<file path="config.mk">
export PLATFORM = sky130hd
export DESIGN_NAME = rtc_bcd_calendar
export DESIGN_NICKNAME = d
export VERILOG_FILES = /design/src/rtl/rtc_pkg.sv /design/src/rtl/rtc_month_len.sv /design/src/rtl/rtc_bcd_field.sv /design/src/rtl/rtc_hour_field.sv /design/src/rtl/rtc_bcd_calendar.sv
export SDC_FILE = /design/constraint.sdc
export NUM_CORES = 1
export LEC_CHECK = 0
export BUFFER_PORTS_ARGS = -buffer_cell sky130_fd_sc_hd__buf_2
export CELL_PAD_IN_SITES_DETAIL_PLACEMENT = 0
export CELL_PAD_IN_SITES_GLOBAL_PLACEMENT = 1
export CORE_MARGIN = 4
export CORE_UTILIZATION = 40
export CTS_BUF_LIST = sky130_fd_sc_hd__clkbuf_8
export DETAILED_ROUTE_END_ITERATION = 16
export GPL_TIMING_DRIVEN = 0
export PLACE_DENSITY = 0.88
export SYNTH_ARGS = -nofsm -noshare
export SYNTH_HDL_FRONTEND = slang
export SYNTH_SLANG_ARGS = --single-unit
export TNS_END_PERCENT = 5
</file>
<file path="constraint.sdc">
create_clock -name clk -period 7.9 [get_ports clk]
set_clock_uncertainty 0.15 [all_clocks]
set_input_delay 1.185 -clock clk [delete_from_list [all_inputs] [get_ports clk]]
set_output_delay 1.185 -clock clk [all_outputs]
set_load 0.01 [all_outputs]
</file>
<file path="src/rtl/rtc_pkg.sv">
package rtc_pkg;
  localparam int BYTE_W = 8;
  localparam int NREG   = 7;

  localparam int IDX_SEC   = 0;
  localparam int IDX_MIN   = 1;
  localparam int IDX_HOUR  = 2;
  localparam int IDX_DATE  = 3;
  localparam int IDX_MONTH = 4;
  localparam int IDX_DOW   = 5;
  localparam int IDX_YEAR  = 6;

  // Add one to a two-digit packed BCD value.
  function automatic logic [BYTE_W-1:0] bcd_inc(input logic [BYTE_W-1:0] v);
    logic [BYTE_W-1:0] r;
    if (v[3:0] >= 4'd9) r = {v[7:4] + 4'd1, 4'd0};
    else                r = {v[7:4], v[3:0] + 4'd1};
    return r;
  endfunction

  // A two-digit BCD year is a leap year when its value is a multiple of four.
  function automatic logic bcd_leap(input logic [BYTE_W-1:0] y);
    logic [BYTE_W-1:0] bin;
    bin = ({4'd0, y[7:4]} * 8'd10) + {4'd0, y[3:0]};
    return (bin[1:0] == 2'b00);
  endfunction
endpackage

</file>
<file path="src/rtl/rtc_month_len.sv">
module rtc_month_len
  import rtc_pkg::*;
(
  input  logic [BYTE_W-1:0] month_i,
  input  logic [BYTE_W-1:0] year_i,
  output logic [BYTE_W-1:0] last_date_o
);
  logic leap;
  assign leap = bcd_leap(year_i);

  always_comb begin
    case (month_i)
      8'h02:                      last_date_o = leap ? 8'h29 : 8'h28;
      8'h04, 8'h06, 8'h09, 8'h11: last_date_o = 8'h30;
      default:                    last_date_o = 8'h31;
    endcase
  end
endmodule

</file>
<file path="src/rtl/rtc_bcd_field.sv">
module rtc_bcd_field
  import rtc_pkg::*;
#(
  parameter logic [BYTE_W-1:0] MIN_VAL = 8'h00,
  parameter logic [BYTE_W-1:0] MASK    = 8'hFF,
  parameter logic [BYTE_W-1:0] RST_VAL = 8'h00
) (
  input  logic              clk,
  input  logic              rst,
  input  logic              adv,
  input  logic              wr,
  input  logic [BYTE_W-1:0] wr_data,
  input  logic [BYTE_W-1:0] last_val,
  output logic [BYTE_W-1:0] q,
  output logic              at_last
);
  assign at_last = (q == last_val);

  always_ff @(posedge clk) begin
    if (rst)      q <= RST_VAL;
    else if (wr)  q <= wr_data & MASK;
    else if (adv) q <= at_last ? MIN_VAL : bcd_inc(q);
  end

  AST_FIELD_WRAP: assert property (@(posedge clk) disable iff (rst)
    (adv && !wr && at_last) |=> (q == MIN_VAL));
  AST_FIELD_HOLD: assert property (@(posedge clk) disable iff (rst)
    (!adv && !wr) |=> $stable(q));
  AST_FIELD_WRITE: assert property (@(posedge clk) disable iff (rst)
    wr |=> (q == ($past(wr_data) & MASK)));
endmodule

</file>
<file path="src/rtl/rtc_hour_field.sv">
module rtc_hour_field
  import rtc_pkg::*;
#(
  parameter logic [BYTE_W-1:0] RST_VAL = 8'h00
) (
  input  logic              clk,
  input  logic              rst,
  input  logic              adv,
  input  logic              wr,
  input  logic [BYTE_W-1:0] wr_data,
  output logic [BYTE_W-1:0] q,
  output logic              day_end
);
  localparam logic [BYTE_W-1:0] HOUR_MASK = 8'hBF;

  logic [BYTE_W-1:0] nxt, inc12, inc24;

  assign inc12 = bcd_inc({3'b000, q[4:0]});
  assign inc24 = bcd_inc({2'b00, q[5:0]});

  always_comb begin
    nxt     = q;
    day_end = 1'b0;
    if (q[7]) begin
      if (q[4:0] == 5'h12) begin
        nxt = {1'b1, 1'b0, q[5], 5'h01};
      end else if (q[4:0] == 5'h11) begin
        nxt     = {1'b1, 1'b0, ~q[5], 5'h12};
        day_end = q[5];
      end else begin
        nxt = {1'b1, 1'b0, q[5], inc12[4:0]};
      end
    end else begin
      if (q[5:0] == 6'h23) begin
        nxt     = 8'h00;
        day_end = 1'b1;
      end else begin
        nxt = {2'b00, inc24[5:0]};
      end
    end
  end

  always_ff @(posedge clk) begin
    if (rst)      q <= RST_VAL;
    else if (wr)  q <= wr_data & HOUR_MASK;
    else if (adv) q <= nxt;
  end

  AST_HOUR_PM_TOGGLE: assert property (@(posedge clk) disable iff (rst)
    (adv && !wr && q[7] && q[4:0] == 5'h11) |=> (q[5] != $past(q[5])));
  AST_HOUR_MODE_KEEP: assert property (@(posedge clk) disable iff (rst)
    (adv && !wr) |=> (q[7] == $past(q[7])));
  AST_HOUR_24_WRAP: assert property (@(posedge clk) disable iff (rst)
    (adv && !wr && !q[7] && q[5:0] == 6'h23) |=> (q == 8'h00));
  AST_HOUR_WRITE: assert property (@(posedge clk) disable iff (rst)
    wr |=> (q == ($past(wr_data) & HOUR_MASK)));
endmodule

</file>
<file path="src/rtl/rtc_bcd_calendar.sv">
module rtc_bcd_calendar
  import rtc_pkg::*;
#(
  parameter int                DW        = BYTE_W,
  parameter int                NR        = NREG,
  parameter logic [BYTE_W-1:0] RST_DATE  = 8'h01,
  parameter logic [BYTE_W-1:0] RST_MONTH = 8'h01,
  parameter logic [BYTE_W-1:0] RST_DOW   = 8'h01,
  parameter logic [BYTE_W-1:0] RST_YEAR  = 8'h00
) (
  input  logic          clk,
  input  logic          rst,
  input  logic          tick,
  input  logic [NR-1:0] wr_stb,
  input  logic [DW-1:0] wr_data,
  output logic [DW-1:0] seconds_q,
  output logic [DW-1:0] minutes_q,
  output logic [DW-1:0] hours_q,
  output logic [DW-1:0] date_q,
  output logic [DW-1:0] month_q,
  output logic [DW-1:0] dow_q,
  output logic [DW-1:0] year_q
);
  logic          halt_q;
  logic [DW-1:0] sec_val, last_date;
  logic          sec_last, min_last, date_last, month_last, year_last, dow_last;
  logic          day_end;
  logic          run, min_adv, hour_adv, day_adv, mon_adv, year_adv;

  assign run      = tick && !halt_q;
  assign min_adv  = run && sec_last;
  assign hour_adv = min_adv && min_last;
  assign day_adv  = hour_adv && day_end;
  assign mon_adv  = day_adv && date_last;
  assign year_adv = mon_adv && month_last;

  always_ff @(posedge clk) begin
    if (rst)                 halt_q <= 1'b0;
    else if (wr_stb[IDX_SEC]) halt_q <= wr_data[DW-1];
  end

  assign seconds_q = {halt_q, sec_val[DW-2:0]};

  rtc_bcd_field #(.MIN_VAL(8'h00), .MASK(8'h7F), .RST_VAL(8'h00)) u_sec (
    .clk(clk), .rst(rst), .adv(run), .wr(wr_stb[IDX_SEC]), .wr_data(wr_data),
    .last_val(8'h59), .q(sec_val), .at_last(sec_last));

  rtc_bcd_field #(.MIN_VAL(8'h00), .MASK(8'h7F), .RST_VAL(8'h00)) u_min (
    .clk(clk), .rst(rst), .adv(min_adv), .wr(wr_stb[IDX_MIN]), .wr_data(wr_data),
    .last_val(8'h59), .q(minutes_q), .at_last(min_last));

  rtc_hour_field #(.RST_VAL(8'h00)) u_hour (
    .clk(clk), .rst(rst), .adv(hour_adv), .wr(wr_stb[IDX_HOUR]), .wr_data(wr_data),
    .q(hours_q), .day_end(day_end));

  rtc_month_len u_len (.month_i(month_q), .year_i(year_q), .last_date_o(last_date));

  rtc_bcd_field #(.MIN_VAL(8'h01), .MASK(8'h3F), .RST_VAL(RST_DATE)) u_date (
    .clk(clk), .rst(rst), .adv(day_adv), .wr(wr_stb[IDX_DATE]), .wr_data(wr_data),
    .last_val(last_date), .q(date_q), .at_last(date_last));

  rtc_bcd_field #(.MIN_VAL(8'h01), .MASK(8'h1F), .RST_VAL(RST_MONTH)) u_month (
    .clk(clk), .rst(rst), .adv(mon_adv), .wr(wr_stb[IDX_MONTH]), .wr_data(wr_data),
    .last_val(8'h12), .q(month_q), .at_last(month_last));

  rtc_bcd_field #(.MIN_VAL(8'h01), .MASK(8'h07), .RST_VAL(RST_DOW)) u_dow (
    .clk(clk), .rst(rst), .adv(day_adv), .wr(wr_stb[IDX_DOW]), .wr_data(wr_data),
    .last_val(8'h07), .q(dow_q), .at_last(dow_last));

  rtc_bcd_field #(.MIN_VAL(8'h00), .MASK(8'hFF), .RST_VAL(RST_YEAR)) u_year (
    .clk(clk), .rst(rst), .adv(year_adv), .wr(wr_stb[IDX_YEAR]), .wr_data(wr_data),
    .last_val(8'h99), .q(year_q), .at_last(year_last));

  AST_HALT_FREEZE: assert property (@(posedge clk) disable iff (rst)
    (halt_q && wr_stb == '0) |=> ($stable(seconds_q) && $stable(minutes_q) &&
      $stable(hours_q) && $stable(date_q) && $stable(month_q) && $stable(year_q)));
  AST_DOW_FOLLOWS_DATE: assert property (@(posedge clk) disable iff (rst)
    (day_adv && wr_stb == '0 && dow_last) |=> (dow_q == 8'h01));
  AST_YEAR_WRAP: assert property (@(posedge clk) disable iff (rst)
    (year_adv && wr_stb == '0 && year_last) |=> (year_q == 8'h00));
  AST_ONE_STROBE: assert property (@(posedge clk) disable iff (rst)
    $onehot0(wr_stb));
endmodule

</file>
Yosys cells after proc, flatten, opt, wreduce, memory -nomap -nowiden
Cells that the tools add are included.
{ "classes": {"mul": 1, "muxes": 38, "div": 0, "n_lt_le_gt_ge": 7, "eq_ne": 17, "add_sub_neg": 16, "n_shift": 0, "bitwise_logic": 1, "reduce_logical": 45} }
{ "ops": {"columns": ["cell", "n"], "rows": [
  ["$mux 8", 18],
  ["$add 4x1->4 const B", 13],
  ["$mux 6", 5],
  ["$ge 4x4->1 const B", 7],
  ["$mux 7", 4],
  ["$eq 8x3->1 const B", 3],
  ["$reduce_bool 2->1", 12],
  ["$reduce_and 2->1", 10],
  ["$eq 8x5->1 const B", 2],
  ["$eq 8x7->1 const B", 2],
  ["$pmux 8 s2", 1],
  ["$mux 5", 3],
  ["$reduce_bool 3->1", 5],
  ["$reduce_or 2->1", 6],
  ["$eq 5x5->1 const B", 2],
  ["$eq 8x2->1 const B", 1],
  ["$eq 8x4->1 const B", 1],
  ["$eq 8x8->1", 1],
  ["$eq 8x8->1 const B", 1],
  ["$eq 6x6->1 const B", 1],
  ["$logic_and 1x1->1", 6],
  ["$mux 3", 2],
  ["$ne 3x3->1 const B", 2],
  ["$mux 1", 5],
  ["12 further kinds", 12]
]} }
{ "word_totals": {"memories": 0, "inputBits": 18, "mem_bits_ro": 0, "out_inout_bits": 56, "latchBits": 0, "ff_bits": 57, "mem_bits_rw": 0} }

Longest topological paths before layout
Gate-level depths: netlist of the first run.
{ "depth": {"word_depth": 10, "mapped_depth": 11} }

Modules after synthesis
A second synthesis of the first run with hierarchy kept.
{ "unflattened": {"cells_unflattened": 573, "area_unflattened_um2": 4852.2} }
{ "by_module_without_submodules": {"columns": ["mod", "n_inst", "cells_each", "seq_area_each_um2", "area_per_inst_um2"], "rows": [
  ["rtc_bcd_field at u_min ...", 2, 78, 160.2, 711.9],
  ["rtc_bcd_field at u_year", 1, 84, 160.2, 694.4],
  ["rtc_bcd_field at u_date", 1, 75, 160.2, 629.4],
  ["rtc_bcd_field at u_month", 1, 82, 160.2, 620.6],
  ["rtc_bcd_field at u_dow", 1, 69, 160.2, 614.3],
  ["rtc_hour_field", 1, 73, 140.1, 610.6],
  ["rtc_month_len", 1, 22, 0.0, 160.2],
  ["rtc_bcd_calendar", 1, 12, 20.0, 98.8]
]} }

Worst setup path before layout of the first run
Ideal clock, no wire load.
{ "synth_timing": {"kind": "in2reg", "startpoint": "input tick", "endpoint": "register u_year.q[0]", "slack_ns": 4.757, "setup_time_ns": 0.091, "path_buffers": 1, "arrival_time_ns": 2.902, "required_ns": 7.659, "path_stages": 8, "cell_sequence": "and4b_1 > and4_1 > buf_2 > nand4_1 > a21oi_4 > nand2_4 > or4_1 > a311oi_1"} }
{ "synth_between": {"elab_chain_len": 7} }
{ "synth_rtl": {"columns": ["element", "line_no", "text"], "rows": [
  ["start: declaration", "rtc_bcd_calendar.sv:13", "input logic tick,"],
  ["$logic_and 1x1->1", "rtc_bcd_calendar.sv:30", "assign run = tick && !halt_q;"],
  ["$logic_and 1x1->1", "rtc_bcd_calendar.sv:31", "assign min_adv = run && sec_last;"],
  ["$logic_and 1x1->1", "rtc_bcd_calendar.sv:32", "assign hour_adv = min_adv && min_last;"],
  ["$logic_and 1x1->1", "rtc_bcd_calendar.sv:33", "assign day_adv = hour_adv && day_end;"],
  ["$logic_and 1x1->1", "rtc_bcd_calendar.sv:34", "assign mon_adv = day_adv && date_last;"],
  ["$logic_and 1x1->1", "rtc_bcd_calendar.sv:35", "assign year_adv = mon_adv && month_last;"],
  ["$reduce_bool 2->1 (no source line)", null, null],
  ["end signal: assignment", "rtc_bcd_field.sv:21", "else if (wr) q <= wr_data & MASK;"],
  ["end signal: assignment", "rtc_bcd_field.sv:22", "else if (adv) q <= at_last ? MIN_VAL : bcd_inc(q);"],
  ["end: declaration", "rtc_bcd_field.sv:14", "output logic [BYTE_W-1:0] q,"]
]} }
Every way passes these cells.
A chain may end at the register's enable or synchronous reset.

Worst setup path in the final report of the first run
Same ends and word-level chain as after synthesis.

==> run summary, run 1 <==
Setup violations, final -> 0
wire length per cell -> 16.0 um
largest net degree at the start of global routing -> 20
Post-synth EDFFs -> 0
peak supply drop -> 0.0774 mV
CTS Hold Bufs -> 0
Post-CTS Setup Bufs -> 0
area post-placement -> 4520 um2
ranking of synthesized cells by area -> dfxtp_1, ha_1, a21oi_1, nor2_1, inv_1
Die ar. -> 11,700 um2
slowest cell on the critical path -> or4_1
number of global-route vias before repair -> 3,659
cells after synthesis -> 508
WL final -> 11,500 um
Setup crit start kind -> primary input
Final Cell Area -> 4610 um2
asr flop ratio synth -> 0
sequential share of the synthesized area -> 0.280
Net Count, Synth -> 562
Slew Limit Fails -> 0
Post-Syn Area -> 4000 um2
Final nets -> 638
Clk pwr share -> 0.277
sequential share of power -> 0.510
Avg Inst Size Synth -> 7.88 um2
Hold Path Stages -> 1
setup TNS -> 0 ns
first-pass GRT wire length -> 18,400 um
Critical Path Sink Type -> flop
first-pass detailed-route iteration total -> 4
Bufs on Longest Clock Path -> 2
WP depth -> 9
global-route usage over all layers -> 0.196
initial DRC count -> 141
WS Path Type -> in2reg
most used cell, CP -> buf_2
post_cts resized -> 0
vias per cell -> 5.68
CTS tree -> yes
critical path's top delay family -> simple AND/OR/NAND/NOR gates
Bufs and invs on worst path -> 2
top-count cell post-synth -> dfxtp_1
Final min period -> 3.23 ns
outcome -> complete, no violations
DRC errors left -> 0
Die H -> 108 um
Seq cells post-synth -> 56
endpoints failing hold -> 0
core area -> 9770 um2
global route total overflow -> 0
worst-path maximum fanout -> 9
number of buffers created by CTS -> 5
Main synth FF type -> dfxtp_1
Final ANT Viol Nets -> 0
Comb pwr share -> 0.213
Slew @ Worst Pin -> 0.793 ns
leakage power -> 1.92 nW
ratio of cells with drive above 1 in the final layout -> 0.179
Synth cell types -> 70
Psw -> 0.000211 W
H-tree depth -> 2
Syn. warnings -> 0
sw frac -> 0.336
root buffer cell -> clkbuf_8
biggest area consumer among synthesized cells -> dfxtp_1
RSZ-0062 raised after global routing -> false
Syn-to-layout area delta -> 15.2%
Yosys top cell area share -> 0.280
DR vias -> 4,076
Critical Path AT -> 3.32 ns
maximum clock frequency -> 0.309 GHz
Top Ports -> 74
Initial Util -> 0.410
clock-pin slew on the worst setup and hold paths -> 0.12 ns
worst reg2reg path depth -> 8
PwrDens -> 136 nW/um2
worst-path cell chain -> buf_2 > and4b_1 > and4_1 > buf_2 > nand4_1 > a21oi_4 > nand2_4 > or4_1 > a311oi_1
final RePlAce weighted congestion -> 0.902
Int Power -> 0.000417 W
fin crit share -> 0.409
layout filler cell count -> 1,010
die width -> 108 um
total clock sinks -> 56
fin util -> 0.472
port bufs -> 69
worst hold-check path type -> reg2reg
Max Cap Viol -> 0
worst skew pair latency -> 0.32 ns
initial antenna violation count -> 0
DP HPWL -> 8600 um
row count -> 36
critical path's largest stage delay -> 0.48 ns
CP Data Required Time -> 7.99 ns
# diodes -> 0
synth cell count leaders -> dfxtp_1, nor2_1, inv_1, a21oi_1, ha_1
worst rel slew slack -> 0.466
## worst paths after layout
kind / start / end / slack (ns)
hold reg to reg: u_dow.q[6] / u_dow.q[6] / 0.39
hold / removal: u_dow.q[6] / u_dow.q[6] / 0.39
setup / recovery: tick / u_year.q[0] / 4.67
setup reg to reg: u_hour.q[0] / u_year.q[0] / 4.83
## stage by stage
stage / instances / hold slack (ns) / worst slack (ns) / total power, W
after global routing: 718 / 0.425 / 4.49 / 0.000664
after CTS: 718 / 0.394 / 4.69 / 0.000632
after global placement: 710 / 0.357 / 4.35 / 0.000456
after detailed placement: 710 / 0.366 / 4.35 / 0.000460
after floorplan: 508 / 0.364 / 4.76 / 0.000410
final: 718 / 0.393 / 4.67 / 0.000628
## final cells by class
class	count	area, um2	share of cell area
multi-input cells	384	2580	0.560
flip-flops and latches	56	1120	0.243
repair buffers	69	345	0.0749
well taps	133	166	0.0361
plain buffers	31	160	0.0347
inverters	37	139	0.0301
clock buffers	5	68.8	0.0149
clock inverters	3	26.3	0.00570
## routing by layer
layer | track usage | up-vias | routed length (um)
met5 | 0 | - | 0
met4 | 0.0739 | 0 | 318
met3 | 0.0299 | 21 | 535
met2 | 0.321 | 99 | 5390
met1 | 0.260 | 1948 | 5230
li1 | - | 2008 | -
## power groups by stage
stage	Clock (W)	Sequential (W)	Combinational, W
final	0.000174	0.000320	0.000134
after global routing	0.000190	0.000324	0.000150
after CTS	0.000177	0.000320	0.000134
after detailed placement	0	0.000327	0.000134
after global placement	0	0.000326	0.000130
after floorplan	0	0.000326	0.0000843
## logic make-up (layout without fill, tap and decap cells)
logic type,count (synthesis),after routing,share of synthesized area
xor+xnor,6,6,0.0131
flops,56,56,0.280
fa+ha+maj,36,36,0.112
other cells,1,1,0.000937
simple gates,190,190,0.248
buf+inv,68,145,0.0747
mux,11,11,0.0291
compound gates,140,140,0.242
## state kept, by name (all words and copies together), names as in the netlist
signal and count:
u_hour.q 7, u_sec.q 8, u_dow.q 8, u_date.q 8, u_month.q 8, halt_q 1
u_year.q 8, u_min.q 8
## worst register-to-register path, stage by stage, from the launching register on
cell,delay (ns)
dfxtp_1,0.48
ha_1,0.24
nand4bb_1,0.21
o21ai_0,0.48
nand4_1,0.21
a21oi_4,0.35
nand2_4,0.13
or4_1,0.48
a311oi_1,0.25
## cells in the final DEF (no fill, tap or decap), drive strengths merged, types with 7 or more instances in the layout
master  netlist  final
a211oi       15     15
a21oi        37     37
a221oi        8      8
a31oi        10     10
buf          13     82
clkbuf       18     23
dfxtp        56     56
ha           36     36
inv          37     38
nand2        34     34
nand3        21     21
nand4        15     15
nor2         47     47
nor2b         8      8
nor3         22     22
o211ai        7      7
o21ai        21     21
o31a          8      8
No activity file was read; power rests on OpenSTA's default activity.
==> run 2, diff against run 1 <==
==> constraint.sdc (replaced) <==
create_clock -name clk -period 3.2 [get_ports clk]
set_clock_uncertainty 0.15 [all_clocks]
set_input_delay 0.48 -clock clk [delete_from_list [all_inputs] [get_ports clk]]
set_output_delay 0.48 -clock clk [all_outputs]
set_load 0.01 [all_outputs]
==> run 2 against run 1 <==
Effect of this change: cell count grew 0.28%; design area is 0.33% higher; non-clock buffer count grew 2; sequential share of layout area down 0.079 points; sequential power rose by 150%; clock power up 150%; combinational power increased by 150%; hold slack got worse by 0.13 ns; power grew 150%; first-iteration DRC count up 9.9%; global-route usage stayed put; via count increased by 0.15%; largest power group unchanged.
==> run summary, run 2 (synthesized netlist as in run 1, its figures left out) <==
worst reg2reg path depth -> 9 (+1)
endpoints failing hold -> 0 (unchanged)
number of global-route vias before repair -> 3,659 (unchanged)
Setup violations, final -> 0 (unchanged)
area of the multi-input gates -> 2580 um2 (unchanged)
maximum clock frequency -> 0.342 GHz
Final min period -> 2.93 ns
Hold EP -> u_month.q[3]
global route total overflow -> 0 (unchanged)
core area -> 9770 um2 (unchanged)
Final Cell Area -> 4630 um2 (+0.33%)
layout filler cell count -> 1,005 (-0.50%)
slowest cell on the critical path -> dfxtp_1
area post-placement -> 4520 um2 (unchanged)
peak supply drop -> 0.195 mV (+150%)
CTS tree -> yes
Hold Path Stages -> 2 (+1)
Final nets -> 640 (+0.31%)
Initial Util -> 0.410 (unchanged)
total clock sinks -> 56 (unchanged)
wire length per cell -> 15.9 um (-0.47%)
Final ANT Viol Nets -> 0 (unchanged)
worst hold-check path type -> in2reg
DP HPWL -> 8600 um (unchanged)
Critical Path AT -> 3.01 ns (-0.31 ns)
PwrDens -> 335 nW/um2 (+150%)
row count -> 36 (unchanged)
Hold Startpoint -> wr_stb[4]
register area -> 1120 um2 (unchanged)
Die H -> 108 um (unchanged)
setup TNS -> 0 ns (unchanged)
worst-path cell chain -> ha_1 > and4b_1 > and4_1 > buf_2 > nand4_1 > a21oi_4 > nand2_4 > or4_1 > a311oi_1
port bufs -> 69 (unchanged)
WL final -> 11,400 um (-0.19%)
fin crit share -> 0.914
largest net degree at the start of global routing -> 20 (unchanged)
Syn-to-layout area delta -> 15.5%
leakage power -> 1.93 nW (+0.56%)
WHS -> 0.260 ns (-0.132 ns)
first-pass GRT wire length -> 18,400 um (unchanged)
Slew Limit Fails -> 0 (unchanged)
global-route usage over all layers -> 0.196 (unchanged)
critical path's largest stage delay -> 0.49 ns (about the same)
RSZ-0062 raised after global routing -> false
worst rel slew slack -> 0.438 (-0.0279)
number of buffers created by CTS -> 5 (unchanged)
Worst R2R End -> u_year.q[0]
root buffer cell -> clkbuf_8
ratio of cells with drive above 1 in the final layout -> 0.182 (+0.00280)
DR vias -> 4,082 (+0.15%)
Slew @ Worst Pin -> 0.835 ns (+0.0414 ns)
DRC errors left -> 0 (unchanged)
clock-pin slew on the worst setup and hold paths -> 0.11 ns (about the same)
Max Cap Viol -> 0 (unchanged)
outcome -> complete, no violations
post-placement setup slack -> 0.210 ns (-4.14 ns)
initial antenna violation count -> 0 (unchanged)
CTS Hold Bufs -> 0 (unchanged)
Die ar. -> 11,700 um2 (unchanged)
worst skew pair latency -> 0.33 ns (about the same)
Top Ports -> 74 (unchanged)
# diodes -> 0 (unchanged)
worst reg2reg path startpoint -> u_sec.q[0]
Critical Path Sink Type -> flop
R2R setup slack -> 0.27 ns (-4.56 ns)
first-pass detailed-route iteration total -> 4 (unchanged)
final RePlAce weighted congestion -> 0.902 (unchanged)
H-tree depth -> 2 (unchanged)
most common cell after layout, fill and taps aside -> buf_2
Setup crit start kind -> flop
fin worst setup slack -> 0.274 ns (-4.39 ns)
worst-path maximum fanout -> 9 (unchanged)
die width -> 108 um (unchanged)
commonest cells after routing, fill and taps aside -> buf_2, dfxtp_1, nor2_1
CP Data Required Time -> 3.28 ns (-4.71 ns)
Bufs on Longest Clock Path -> 2 (unchanged)
vias per cell -> 5.67 (-0.13%)
initial DRC count -> 155 (+9.9%)
WS Path Type -> reg2reg
## run 2: cell count changes in the layout (fill, tap and decap cells not counted)
cell and delta:
buf_4 +2, o21ai_0 -1, o21ai_1 +1
## run 2: worst max-delay path by stage
stage                   to          from  slack [ns]  cells after the start
6_report       u_year.q[0]    u_sec.q[0]        0.27                      9
5_1_grt        u_year.q[2]    u_sec.q[0]        0.05                     10
4_1_cts        u_year.q[0]   u_hour.q[0]        0.18                      8
3_5_place_dp   u_year.q[0]   u_hour.q[0]        0.21                      8
3_3_place_gp   u_year.q[0]    u_sec.q[0]        0.22                      9
2_1_floorplan  u_year.q[0]  u_month.q[2]        0.43                      8
## run 2: final cells by class
| class | instances | area share |
|---|---|---|
| Sequential cell | 56 | 0.242 |
| Multi-Input combinational cell | 384 | 0.559 |
| Tap cell | 133 | 0.0360 |
| Buffer | 31 | 0.0346 |
| Clock inverter | 3 | 0.00568 |
| Timing Repair Buffer | 71 | 0.0779 |
| Clock buffer | 5 | 0.0149 |
| Inverter | 37 | 0.0300 |
## run 2: where the power goes
part / internal, W / switching (W) / leakage, nW
Combinational: 0.000136 / 0.000195 / 1.42
Sequential: 0.000733 / 0.0000584 / 0.461
Clock: 0.000161 / 0.000268 / 0.0487
## run 2: worst max-delay path: cells and delay by family, from the launching register on
family,cells,cell delay (ns)
AND/OR/NAND/NOR,5,1.19
buffers and inverters,1,0.22
adder cells (fa/ha/maj),1,0.27
AO/OA/AOI/OAI,2,0.53
flip-flops,1,0.49
## run 2: metrics by stage
| step | std cells | utilization | power [W] |
|---|---|---|---|
| after global placement | 710 | 0.462 | 0.00113 |
| after global routing | 720 | 0.473 | 0.00164 |
| final | 720 | 0.473 | 0.00155 |
| after detailed placement | 710 | 0.462 | 0.00114 |
| after floorplan | 508 | - | 0.00101 |
| after CTS | 718 | 0.472 | 0.00156 |
## run 2: metal layers
layer,GRT usage,vias up,wire length [um]
met5,0,-,0
met4,0.0739,0,327
met3,0.0299,23,627
met2,0.321,122,5330
met1,0.260,1925,5160
li1,-,2012,-
## run 2: what timing repair did
action	4_1_cts	5_1_grt
resized for setup	0	1
setup endpoints to repair	0	3
hold endpoints to repair	0	0
setup buffers	0	2
